--- config.mk ---
export PLATFORM = sky130hd
export DESIGN_NAME = swallow_pfd_core
export DESIGN_NICKNAME = d
export VERILOG_FILES = /design/src/rtl/swpfd_pkg.sv /design/src/rtl/swpfd_divider.sv /design/src/rtl/swpfd_refdiv.sv /design/src/rtl/swpfd_detector.sv /design/src/rtl/swallow_pfd_core.sv
export SDC_FILE = /design/constraint.sdc
export NUM_CORES = 1
export LEC_CHECK = 0
export BUFFER_PORTS_ARGS = -buffer_cell sky130_fd_sc_hd__buf_2
export CAP_MARGIN = 25
export CORE_ASPECT_RATIO = 1.75
export CORE_UTILIZATION = 31
export CTS_CLUSTER_SIZE = 16
export DETAILED_ROUTE_END_ITERATION = 10
export HOLD_SLACK_MARGIN = 0.12
export PLACE_DENSITY = 0.51
export SLEW_MARGIN = 20
export SYNTH_ARGS = -nofsm -noshare
export SYNTH_HDL_FRONTEND = slang
export SYNTH_SLANG_ARGS = --single-unit
--- constraint.sdc ---
create_clock -name clk -period 2.7 [get_ports clk]
set_clock_uncertainty 0.15 [all_clocks]
set_input_delay 0.54 -clock clk [delete_from_list [all_inputs] [get_ports clk]]
set_output_delay 0.54 -clock clk [all_outputs]
set_load 0.02 [all_outputs]
--- src/rtl/swpfd_pkg.sv ---
package swpfd_pkg;
  localparam int unsigned DIV_W  = 16;
  localparam int unsigned SWL_W  = 4;
  localparam int unsigned MAIN_W = DIV_W - SWL_W;
  localparam int unsigned PRE_W  = 5;
  localparam logic [DIV_W-1:0] DIV_FLOOR = 16'd272;

  typedef struct packed {
    logic up;
    logic dn;
  } drive_t;

  // raise any request below the legal floor
  function automatic logic [DIV_W-1:0] clamp_div(input logic [DIV_W-1:0] n);
    return (n < DIV_FLOOR) ? DIV_FLOOR : n;
  endfunction

  // low nibble is the number of 17-tick cycles per period
  function automatic logic [SWL_W-1:0] swallow_part(input logic [DIV_W-1:0] n);
    return n[SWL_W-1:0];
  endfunction

  function automatic logic [MAIN_W-1:0] main_part(input logic [DIV_W-1:0] n);
    return n[DIV_W-1:SWL_W];
  endfunction

  // last prescaler state: 16 when swallowing (17 ticks), else 15
  function automatic logic [PRE_W-1:0] prescale_last(input logic swallowing);
    return swallowing ? PRE_W'(16) : PRE_W'(15);
  endfunction
endpackage

--- src/rtl/swpfd_divider.sv ---
module swpfd_divider
  import swpfd_pkg::*;
(
  input  logic             clk,
  input  logic             rst,
  input  logic             tick,
  input  logic [DIV_W-1:0] div_n,
  output logic             div_evt
);
  logic [PRE_W-1:0]  pres_cnt;
  logic [SWL_W-1:0]  swl_left;
  logic [MAIN_W-1:0] main_left;
  logic [DIV_W-1:0]  n_eff;
  logic              swallowing;
  logic              pres_wrap;
  logic              main_done;

  assign n_eff      = clamp_div(div_n);
  assign swallowing = (swl_left != '0);
  assign pres_wrap  = tick && (pres_cnt == prescale_last(swallowing));
  assign main_done  = pres_wrap && (main_left == MAIN_W'(1));
  assign div_evt    = main_done;

  always_ff @(posedge clk) begin
    if (rst) begin
      pres_cnt  <= '0;
      swl_left  <= swallow_part(n_eff);
      main_left <= main_part(n_eff);
    end else if (tick) begin
      if (pres_wrap) begin
        pres_cnt <= '0;
        if (main_done) begin
          swl_left  <= swallow_part(n_eff);   // reload at period end
          main_left <= main_part(n_eff);
        end else begin
          main_left <= main_left - MAIN_W'(1);
          if (swallowing) swl_left <= swl_left - SWL_W'(1);
        end
      end else begin
        pres_cnt <= pres_cnt + PRE_W'(1);
      end
    end
  end

  // prescaler never passes its 17-tick limit
  a_r2_prescale_range: assert property (@(posedge clk) disable iff (rst)
    pres_cnt <= PRE_W'(16));
  // a 17th tick happens only while swallow cycles remain
  a_r2_long_only_swallow: assert property (@(posedge clk) disable iff (rst)
    (pres_cnt == PRE_W'(16)) |-> (swl_left != '0));
  // floor keeps main count above the swallow count, never zero
  a_r1_main_live: assert property (@(posedge clk) disable iff (rst)
    (main_left != '0) && (main_left > MAIN_W'(swl_left)));
endmodule

--- src/rtl/swpfd_refdiv.sv ---
module swpfd_refdiv #(
  parameter int unsigned REF_DIV = 64
) (
  input  logic clk,
  input  logic rst,
  input  logic xtal_tick,
  output logic ref_evt
);
  localparam int unsigned REF_W = (REF_DIV > 1) ? $clog2(REF_DIV) : 1;
  localparam logic [REF_W-1:0] REF_LAST = REF_W'(REF_DIV - 1);

  logic [REF_W-1:0] ref_cnt;

  assign ref_evt = xtal_tick && (ref_cnt == REF_LAST);

  always_ff @(posedge clk) begin
    if (rst)            ref_cnt <= '0;
    else if (ref_evt)   ref_cnt <= '0;
    else if (xtal_tick) ref_cnt <= ref_cnt + REF_W'(1);
  end

  // counter stays within one reference period
  a_r10_ref_range: assert property (@(posedge clk) disable iff (rst)
    ref_cnt <= REF_LAST);
endmodule

--- src/rtl/swpfd_detector.sv ---
module swpfd_detector
  import swpfd_pkg::*;
#(
  parameter int unsigned SUB_THR = 4
) (
  input  logic   clk,
  input  logic   rst,
  input  logic   div_evt,
  input  logic   ref_evt,
  input  logic   xtal_tick,
  output drive_t main_drv,
  output drive_t sub_drv
);
  localparam int unsigned ERR_W = $clog2(SUB_THR + 1);
  localparam logic [ERR_W-1:0] ERR_SAT = ERR_W'(SUB_THR);

  logic             lead_v;
  logic             lead_r;
  logic             nxt_v;
  logic             nxt_r;
  logic             err_live;
  logic [ERR_W-1:0] err_cnt;
  logic             err_long;

  assign nxt_v    = lead_v | div_evt;
  assign nxt_r    = lead_r | ref_evt;
  assign err_live = lead_v | lead_r;
  assign err_long = (err_cnt == ERR_SAT);

  always_ff @(posedge clk) begin
    if (rst) begin
      lead_v <= 1'b0;
      lead_r <= 1'b0;
    end else if (nxt_v && nxt_r) begin
      lead_v <= 1'b0;      // both seen, back to high impedance
      lead_r <= 1'b0;
    end else begin
      lead_v <= nxt_v;
      lead_r <= nxt_r;
    end
  end

  always_ff @(posedge clk) begin
    if (rst || !err_live)            err_cnt <= '0;
    else if (xtal_tick && !err_long) err_cnt <= err_cnt + ERR_W'(1);
  end

  assign main_drv.up = lead_v & ~lead_r;
  assign main_drv.dn = lead_r & ~lead_v;
  assign sub_drv.up  = main_drv.up & err_long;
  assign sub_drv.dn  = main_drv.dn & err_long;

  a_r5_exclusive: assert property (@(posedge clk) disable iff (rst)
    !(main_drv.up && main_drv.dn));
  a_r6_sub_up_follows: assert property (@(posedge clk) disable iff (rst)
    sub_drv.up |-> main_drv.up);
  a_r6_sub_dn_follows: assert property (@(posedge clk) disable iff (rst)
    sub_drv.dn |-> main_drv.dn);
  a_r6_sub_needs_wait: assert property (@(posedge clk) disable iff (rst)
    $rose(main_drv.up) |-> !sub_drv.up);
  a_r3_osc_leads: assert property (@(posedge clk) disable iff (rst)
    (div_evt && !ref_evt && !lead_r) |=> main_drv.up);
  a_r4_ref_leads: assert property (@(posedge clk) disable iff (rst)
    (ref_evt && !div_evt && !lead_v) |=> main_drv.dn);
  a_r8_reset_hiz: assert property (@(posedge clk)
    rst |=> !(main_drv.up || main_drv.dn || sub_drv.up || sub_drv.dn));
endmodule

--- src/rtl/swallow_pfd_core.sv ---
module swallow_pfd_core
  import swpfd_pkg::*;
#(
  parameter int unsigned REF_DIV = 64,
  parameter int unsigned SUB_THR = 4
) (
  input  logic        clk,
  input  logic        rst,
  input  logic        osc_fm_tick,
  input  logic        osc_am_tick,
  input  logic        sel_fm,
  input  logic        xtal_tick,
  input  logic [15:0] div_n,
  output logic        pump_up_en,
  output logic        pump_dn_en,
  output logic        sub_up_en,
  output logic        sub_dn_en
);
  logic   osc_tick;
  logic   div_evt;
  logic   ref_evt;
  drive_t main_drv;
  drive_t sub_drv;

  // one oscillator path feeds the divider
  assign osc_tick = sel_fm ? osc_fm_tick : osc_am_tick;

  swpfd_divider u_div (
    .clk     (clk),
    .rst     (rst),
    .tick    (osc_tick),
    .div_n   (div_n),
    .div_evt (div_evt)
  );

  swpfd_refdiv #(.REF_DIV(REF_DIV)) u_ref (
    .clk       (clk),
    .rst       (rst),
    .xtal_tick (xtal_tick),
    .ref_evt   (ref_evt)
  );

  swpfd_detector #(.SUB_THR(SUB_THR)) u_pfd (
    .clk       (clk),
    .rst       (rst),
    .div_evt   (div_evt),
    .ref_evt   (ref_evt),
    .xtal_tick (xtal_tick),
    .main_drv  (main_drv),
    .sub_drv   (sub_drv)
  );

  assign pump_up_en = main_drv.up;
  assign pump_dn_en = main_drv.dn;
  assign sub_up_en  = sub_drv.up;
  assign sub_dn_en  = sub_drv.dn;

  // a divided edge needs a tick on the selected path
  a_r7_edge_from_selected: assert property (@(posedge clk) disable iff (rst)
    div_evt |-> (sel_fm ? osc_fm_tick : osc_am_tick));
endmodule

=== After elaboration in Yosys (flattened, before gate mapping) ===
Index checks and enable logic that the tools add are counted.

* $add $sub $neg: 5
* $mul: 0
* Divide/modulo/power cells: 0
* $lt $le $gt $ge: 1
* Eq/ne operators: 4
* Shifts and indexed selects: 0
* Mux-type cells: 13
* Bitwise operators: 9
* Reduce and logical (&&, ||, !) cells: 16

{| class="wikitable"
|+ Operators with widths
! cell !! number
|-
| $mux W12 || 4
|-
| $mux W4 || 5
|-
| $lt A16 B9 Y1 const B || 1
|-
| $mux W16 || 1
|-
| $eq A12 B1 Y1 const B || 1
|-
| $sub A12 B1 Y12 const B || 1
|-
| $mux W5 || 2
|-
| $add A6 B1 Y6 const B || 1
|-
| $eq A6 B6 Y1 const B || 1
|-
| $add A5 B1 Y5 const B || 1
|-
| $eq A5 B5 Y1 || 1
|-
| $logic_and A1 B1 Y1 || 5
|-
| $and A1 B1 Y1 || 4
|-
| $reduce_bool A2 Y1 || 2
|-
| $reduce_bool A4 Y1 || 1
|-
| $reduce_or A2 Y1 || 2
|-
| $sub A4 B1 Y4 const B || 1
|-
| $add A3 B1 Y3 const B || 1
|-
| $eq A3 B3 Y1 const B || 1
|-
| $or A1 B1 Y1 || 3
|-
| $reduce_and A3 Y1 || 1
|-
| $reduce_bool A3 Y1 || 1
|-
| $logic_not A1 Y1 || 2
|-
| $not A1 Y1 || 2
|-
| 3 further kinds || 3
|}

* Flip-flop bits (word level): 32
* Latch bits: 0
* RAM bits: 0
* Bits in read-only memories: 0
* Memories kept: 0

=== Longest topological paths before layout ===
Gate-level depths: netlist of run 1.

* Word-level depth: 9
* Depth in mapped cells: 8

=== By module ===
A second synthesis of run 1 with hierarchy kept.

* Cell total of the unflattened synthesis: 168
* Area total of the unflattened synthesis: 1818.0 um^2

{| class="wikitable"
|+ Modules (own cells, without submodules)
! module !! times used !! cells an instance !! area an instance (um^2) !! seq. area each (um^2)
|-
| swpfd_divider || 1 || 113 || 1285.0 || 580.6
|-
| swpfd_detector || 1 || 27 || 260.2 || 100.1
|-
| swpfd_refdiv || 1 || 27 || 257.7 || 120.1
|-
| swallow_pfd_core || 1 || 1 || 15.0 || 0.0
|}

=== Worst setup path after synthesis of run 1 ===
OpenSTA, ideal clock, no wires.

* Path kind: register to register
* From: reg u_div.swl_left[0]
* To: reg u_div.main_left[10], data pin
* Setup time: 0.260 ns
* Data arrival time: 2.280 ns
* Data required time: 2.290 ns
* Path slack: 0.010 ns
* Stages on the path, launching flop included: 9
* Path buffers: 2
* Period minus slack after synthesis: 2.690 ns
* Path through: edfxtp_1 inv_1 ha_1 or3b_1 or4b_4 a31o_1 buf_6 buf_12 mux2_4

* Word-level cells in the longest chain between the ends: 9

{| class="wikitable"
|+ Ends and longest elaborated chain
! what !! RTL line !! RTL
|-
| start: declaration || swpfd_divider.sv:11 || <nowiki>logic [SWL_W-1:0] swl_left;</nowiki>
|-
| start signal: assignment || swpfd_divider.sv:27 || <nowiki>swl_left <= swallow_part(n_eff);</nowiki>
|-
| start signal: assignment || swpfd_divider.sv:33 || <nowiki>swl_left <= swallow_part(n_eff);</nowiki>
|-
| start signal: assignment || swpfd_divider.sv:37 || <nowiki>if (swallowing) swl_left <= swl_left - SWL_W'(1);</nowiki>
|-
| $reduce_bool A4 Y1 || swpfd_divider.sv:19 || <nowiki>assign swallowing = (swl_left != '0);</nowiki>
|-
| $mux W5 || swpfd_pkg.sv:29 || <nowiki>return swallowing ? PRE_W'(16) : PRE_W'(15);</nowiki>
|-
| $eq A5 B5 Y1 || swpfd_divider.sv:20 || <nowiki>assign pres_wrap = tick && (pres_cnt == prescale_last(swallowing));</nowiki>
|-
| $logic_and A1 B1 Y1 || swpfd_divider.sv:20 ||
|-
| $logic_and A1 B1 Y1 || swpfd_divider.sv:21 || <nowiki>assign main_done = pres_wrap && (main_left == MAIN_W'(1));</nowiki>
|-
| $mux W12 || swpfd_divider.sv:32 || <nowiki>if (main_done) begin</nowiki>
|-
| $mux W12 || swpfd_divider.sv:30 || <nowiki>if (pres_wrap) begin</nowiki>
|-
| $mux W12 || swpfd_divider.sv:29 || <nowiki>end else if (tick) begin</nowiki>
|-
| $mux W12 || swpfd_divider.sv:25 || <nowiki>if (rst) begin</nowiki>
|-
| end signal: assignment || swpfd_divider.sv:28 || <nowiki>main_left <= main_part(n_eff);</nowiki>
|-
| end signal: assignment || swpfd_divider.sv:34 || <nowiki>main_left <= main_part(n_eff);</nowiki>
|-
| end signal: assignment || swpfd_divider.sv:36 || <nowiki>main_left <= main_left - MAIN_W'(1);</nowiki>
|-
| end: declaration || swpfd_divider.sv:12 || <nowiki>logic [MAIN_W-1:0] main_left;</nowiki>
|}

Every way passes these cells. The select of a mux whose other input is x is not followed.
A chain may end at the register's enable or synchronous reset.

=== Final worst setup path of run 1 ===
* From: reg u_div.swl_left[0]
* To: reg u_div.main_left[1], data pin

Same word-level chain as after synthesis.

==> metrics, run 1 <==
Synth Warn # 0; total wire length 3730 µm; minimum clock period 2580 ps; Setup-failing EPs final 0; Overall Global Routing Usage 0.145; Worst-Skew Late Latency 280 ps; synth unique cells 38; fmax 0.387 GHz; final std cells w/o fill 294; placed cell area 0.00207 mm²; I/O Buffers 25; count of pins over their slew limit 0; CTS tree yes; top_reg_cell synth edfxtp_1; vias per cell 4.65; die width 59.8 µm; Setup crit end kind flip-flop; critical path's largest stage delay 550 ps; Row Count 36; cts hold-fix bufs 0; core area 0.00559 mm²; clock transition at the registers of the reported paths 70 ps; clk sinks 32; Vias 1,366; R2R setup slack 120 ps; Worst EP required 2580 ps; Post-DP HPWL 3000 µm; setup slack at placement 22.1 ps; Crit path arrival time 2460 ps; Starting Density 0.324; DRC 0; initial antenna violation count 0; Max Cap Viol 0; Hold WC Path Type reg2reg; cells on worst reg2reg path 7; CP max FO 9; antenna fix cells 0; die footprint 0.00617 mm²; final instance area 0.00217 mm²; Worst Setup Path Type reg2reg; Synth Instances 178; leak pwr 0.908 nW; P per Cell Area 514 mW/mm²; Iter 0 DRT Violations 47; Mapped Area 0.00181 mm²; CTS Buf Count 5; vias in the first global route 1,481; Critical Path Sink u_div.main_left[1]; worst path cell trace inv_1, ha_1, or3b_1, or4b_4, a31o_4, buf_4, mux2i_1; maximum clock insertion buffer count 2; final hold vios 0; FF-to-FF End u_div.main_left[1]; Synth Area per Inst 10.2 µm²; Yosys reg bits 32; I/O Pins 26; hold_ws 330 ps; syn_nets 207; register area share after synthesis 0.442; Die Y 103 µm; Peak VDD IR 0.270 mV; nets 246; H-tree depth 2; post-route ant nets 0; actual slew at the worst max-slew pin 584 ps; run status completed; setup ws final 115 ps; EDFF count, synth 16; CP Launch Type flip-flop; crit share post-route 0.957; RSZ-0062 raised after global routing false; first-pass GRT wire length 6600 µm; reg-to-reg startpoint u_div.swl_left[0]; gr ovfl total 0; Slew HR 0.607; Setup TNS Final 0 ps; slowest CP cell or4b_4; Pre-antenna DRT Iters 5; Crit. Startpoint u_div.swl_left[0]; routability cong. 0.759; largest net degree at the start of global routing 13; # Post-CTS Setup Buffers 0; DP Cell Count 286; clk root buf clkbuf_8; fraction of layout cells with a size suffix above 1 0.234; share of flip-flops with an asynchronous set or reset 0; P&R area growth vs syn 19.8%; DR WL/cell 12.7 µm
-- where the power goes --
part	switching, mW	internal [mW]	total [mW]
registers	0.0320	0.552	0.584
logic	0.0724	0.0831	0.156
clock network	0.169	0.208	0.376
total	0.273	0.843	1.12
-- synthesized netlist by cell type, types with 3 or more instances --
| library cell | n | share of area |
|---|---|---|
| nand4_1 | 6 | 0.021 |
| nand2b_1 | 3 | 0.010 |
| nor2_1 | 18 | 0.037 |
| nand3_1 | 6 | 0.017 |
| nand2_1 | 18 | 0.037 |
| xor2_1 | 8 | 0.039 |
| a21oi_1 | 5 | 0.014 |
| mux2_2 | 6 | 0.037 |
| nor4_1 | 5 | 0.017 |
| inv_1 | 8 | 0.017 |
| mux2i_1 | 10 | 0.055 |
| dfxtp_1 | 16 | 0.18 |
| o21ai_0 | 3 | 0.0083 |
| xnor2_1 | 13 | 0.063 |
| edfxtp_1 | 16 | 0.27 |
| ha_1 | 7 | 0.048 |
| nor2b_1 | 3 | 0.010 |
| nor3_1 | 5 | 0.014 |
-- worst min-delay path by stage --
stage | startpoint | endpoint | slack, ps | cells after the start
5_1_grt | u_pfd.lead_v | u_pfd.lead_r | 380 | 1
3_5_place_dp | u_pfd.err_cnt[1] | u_pfd.err_cnt[1] | 330 | 2
2_1_floorplan | u_pfd.lead_v | u_pfd.lead_r | 300 | 1
4_1_cts | u_pfd.err_cnt[1] | u_pfd.err_cnt[1] | 340 | 2
6_report | u_pfd.err_cnt[1] | u_pfd.err_cnt[1] | 330 | 2
3_3_place_gp | u_pfd.err_cnt[1] | u_pfd.err_cnt[1] | 320 | 2
-- cell usage in the layout (no fill, tap or decap), types with 2 or more instances in the layout --
cell type,netlist,layout
nor2_1,18,18
nand2_1,18,18
buf_2,0,25
clkbuf_1,1,2
nor2b_1,3,3
ha_1,7,7
clkbuf_8,0,6
nand2b_1,3,3
mux2_2,6,6
nand4_1,6,6
buf_4,0,10
nor3b_1,2,2
xnor2_1,13,13
nor3_1,5,5
nor4_1,5,5
inv_1,8,8
dfxtp_1,16,16
xor2_1,8,8
mux2i_1,10,10
o21ai_0,3,3
a21oi_1,5,5
and3_1,2,2
nand3_1,6,6
edfxtp_1,16,16
-- registers in the layout (all words and copies together) (netlist names) --
name / count
u_div.swl_left: 4
u_div.main_left: 12
u_div.pres_cnt: 5
u_pfd.err_cnt: 3
u_pfd.lead_r: 1
u_pfd.lead_v: 1
u_ref.ref_cnt: 6
-- critical path: cells and delay by family (launching register included) --
family,cells,cell delay (ps)
flops,1,390
buf+inv,2,270
fa+ha+maj,1,180
compound gates,1,290
mux,1,120
simple gates,2,930
-- metal layers --
layer | global-route usage | part of all wire
met1 | 0.141 | 0.37
met2 | 0.275 | 0.57
met4 | 0.0769 | 0.028
met3 | 0.0289 | 0.029
met5 | 0 | 0
-- repair_timing --
| item | in CTS | in global routing |
|---|---|---|
| endpoints found under the hold margin | 0 | 0 |
| gates resized for setup | 0 | 2 |
| endpoints found under the setup margin | 0 | 16 |
-- area by class of cell --
class | count | area, µm²
Clock buffer | 8 | 90.1
Tap cell | 76 | 95.1
Sequential cell | 32 | 801
Inverter | 8 | 30.0
Timing Repair Buffer | 35 | 200
Fill cell | 624 | 3410
Multi-Input combinational cell | 135 | 955
-- kinds of logic after synthesis --
logic type | count (synthesis) | share of synthesized area
compound gates | 14 | 0.0490
xor+xnor | 21 | 0.102
fa+ha+maj | 7 | 0.0483
buf+inv | 11 | 0.0359
flops | 32 | 0.442
mux | 18 | 0.107
simple gates | 75 | 0.216
-- per-stage QoR --
stage | utilization | total power, mW
floorplan | - | 0.696
global placement | 0.371 | 0.751
detailed placement | 0.371 | 0.752
CTS | 0.387 | 1.14
global route | 0.389 | 1.18
finish | 0.389 | 1.12
Note: power is estimated with default switching activity, not from simulation.
==> run 2, diff against run 1 <==
==> constraint.sdc (replaced) <==
create_clock -name clk -period 2.7 [get_ports clk]
set_clock_uncertainty 0.15 [all_clocks]
set_input_delay 0 -clock clk [delete_from_list [all_inputs] [get_ports clk]]
set_output_delay 0 -clock clk [all_outputs]
set_load 0.02 [all_outputs]
==> run 2 against run 1 <==
Compared with the run above:
- final cell count grew 6.8%
- non-clock buffer count up 20
- count of clock-buffer cells in the layout is 1 lower
- register-to-register slack barely moved
- critical path depth is the same
- via count increased by 8.6%
- combinational power grew 15%
- sequential cell count unchanged
- global-route usage is 0.47 points higher
- maximum frequency is 0.21% higher
- largest cell class unchanged
==> metrics, run 2 (synthesis results as in run 1) <==
clk root buf clkbuf_8; CP Launch Type flip-flop; minimum clock period 2580 ps (-5.46 ps); CP max FO 9 (unchanged); Post-DP HPWL 2990 µm (-0.35%); nets 266 (+8.1%); Vias 1,483 (+8.6%); Starting Density 0.324 (unchanged); CTS Buf Count 5 (unchanged); P&R area growth vs syn 31.3%; H-tree depth 2 (unchanged); max FFs per register 12 (unchanged); Die Y 103 µm (unchanged); Worst-Skew Late Latency 280 ps (about the same); Slew HR 0.571 (-0.0351); setup slack at placement 4.83 ps (-17.3 ps); reg-to-reg startpoint u_div.swl_left[0]; worst path cell trace inv_1, ha_1, or3b_1, or4b_4, a31o_4, buf_4, mux2i_1; RSZ-0062 raised after global routing false; first-pass GRT wire length 6830 µm (+3.6%); Post-Route Utilization 0.426 (+0.0372); Peak VDD IR 0.364 mV (+34%); Worst EP required 2580 ps (about the same); Iter 0 DRT Violations 25 (-47%); I/O Buffers 25 (unchanged); antenna fix cells 0 (unchanged); routability cong. 0.743 (-2.2%); Max Cap Viol 0 (unchanged); R2R setup slack 120 ps (about the same); vias in the first global route 1,577 (+6.5%); Row Count 36 (unchanged); actual slew at the worst max-slew pin 637 ps (+52.9 ps); die footprint 0.00617 mm² (unchanged); clk sinks 32 (unchanged); Crit path arrival time 2460 ps (about the same); setup ws final 121 ps (+5.46 ps); hold path startpoint osc_fm_tick; total wire length 3960 µm (+6.1%); hold_ws 110 ps (-220 ps); Setup TNS Final 0 ps (unchanged); DR WL/cell 12.6 µm (-0.70%); P per Cell Area 477 mW/mm² (-7.1%); clock transition at the registers of the reported paths 70 ps (about the same); run status completed; cells on worst reg2reg path 7 (unchanged); Hold WC Path Type in2reg; FF-to-FF End u_div.main_left[1]; leak pwr 0.992 nW (+9.4%); final hold vios 0 (unchanged); WHS Endpoint u_div.pres_cnt[1]; crit share post-route 0.955 (-0.00202); Most flops, register u_div.main_left; critical path's largest stage delay 560 ps (about the same); Setup-failing EPs final 0 (unchanged); Hold Crit Depth 4 (+2); most frequent cells in the layout buf_2 (25), dlygate4sd3_1 (23), nor2_1 (18), nand2_1 (18); CTS tree yes; Pre-antenna DRT Iters 4 (-1); I/O Pins 26 (unchanged); die width 59.8 µm (unchanged); Overall Global Routing Usage 0.150 (+0.00473); most common cell after layout, fill and taps aside buf_2; count of pins over their slew limit 0 (unchanged); DRC 0 (unchanged); Worst Setup Path Type reg2reg; post-route ant nets 0 (unchanged); Setup crit end kind flip-flop; fraction of layout cells with a size suffix above 1 0.202 (-0.0323); maximum clock insertion buffer count 2 (unchanged); gr ovfl total 0 (unchanged); slowest CP cell or4b_4; largest net degree at the start of global routing 13 (unchanged); fmax 0.388 GHz (+0.21%); largest registers u_div.main_left (12), u_ref.ref_cnt (6), u_div.pres_cnt (5); # Post-CTS Setup Buffers 0 (unchanged); vias per cell 4.72 (+1.7%); initial antenna violation count 0 (unchanged); core area 0.00559 mm² (unchanged)
-- run 2: cell count changes in the layout (fill, tap and decap cells not counted) --
cell / previous run / this run
dlygate4sd3_1: 0 / 23
buf_4: 10 / 7
clkbuf_1: 2 / 1
clkinv_1: 0 / 1
-- run 2: layer usage --
metal / part of all wire / up-vias / GRT usage / routed length [µm]
met4: 0.022 / 0 / 0.0680 / 88
met5: 0 / - / 0 / 0
li1: - / 752 / - / -
met2: 0.59 / 23 / 0.296 / 2320
met1: 0.36 / 699 / 0.141 / 1440
met3: 0.026 / 9 / 0.0276 / 103
-- run 2: stage by stage --
stage	instances	power [mW]	instance area, µm²
4_1_cts	314	1.15	2370
3_5_place_dp	283	0.749	2050
5_1_grt	314	1.20	2380
6_report	314	1.14	2380
2_1_floorplan	178	0.696	1810
3_3_place_gp	283	0.748	2050
-- run 2: worst max-delay path: cells and delay by family, from the launching register on --
kind	cells	cell delay [ps]
simple gates	2	940
flops	1	380
mux	1	130
fa+ha+maj	1	170
compound gates	1	290
buf+inv	2	270
-- run 2: worst max path at each step --
stage	slack (ps)	depth (start not counted)	to	from
after global placement	40	7	u_div.main_left[2]	u_div.swl_left[0]
after global routing	6	7	u_div.main_left[1]	u_div.swl_left[0]
final	120	7	u_div.main_left[1]	u_div.swl_left[0]
after detailed placement	5	7	u_div.main_left[1]	u_div.swl_left[0]
after floorplan	10	8	u_div.main_left[10]	u_div.swl_left[0]
after CTS	40	7	u_div.main_left[1]	u_div.swl_left[0]
-- run 2: layout make-up --
cell class              count  area (µm²)
fillers                   601        3210
multi-input cells         135         955
flip-flops and latches     32         801
repair buffers             55         408
well taps                  76        95.1
clock buffers               7        86.3
inverters                   8        30.0
clock inverters             1        3.75
-- run 2: report_power, final --
group	internal, mW	total (mW)	switching (mW)
combinational	0.103	0.179	0.0764
sequential	0.552	0.584	0.0325
clock	0.204	0.372	0.168
total	0.858	1.14	0.277
-- run 2: what timing repair did --
item                       CTS  global route
resized for setup            1             1
setup endpoints to repair    8             8
hold endpoints to repair    31             0
hold buffers                23             0
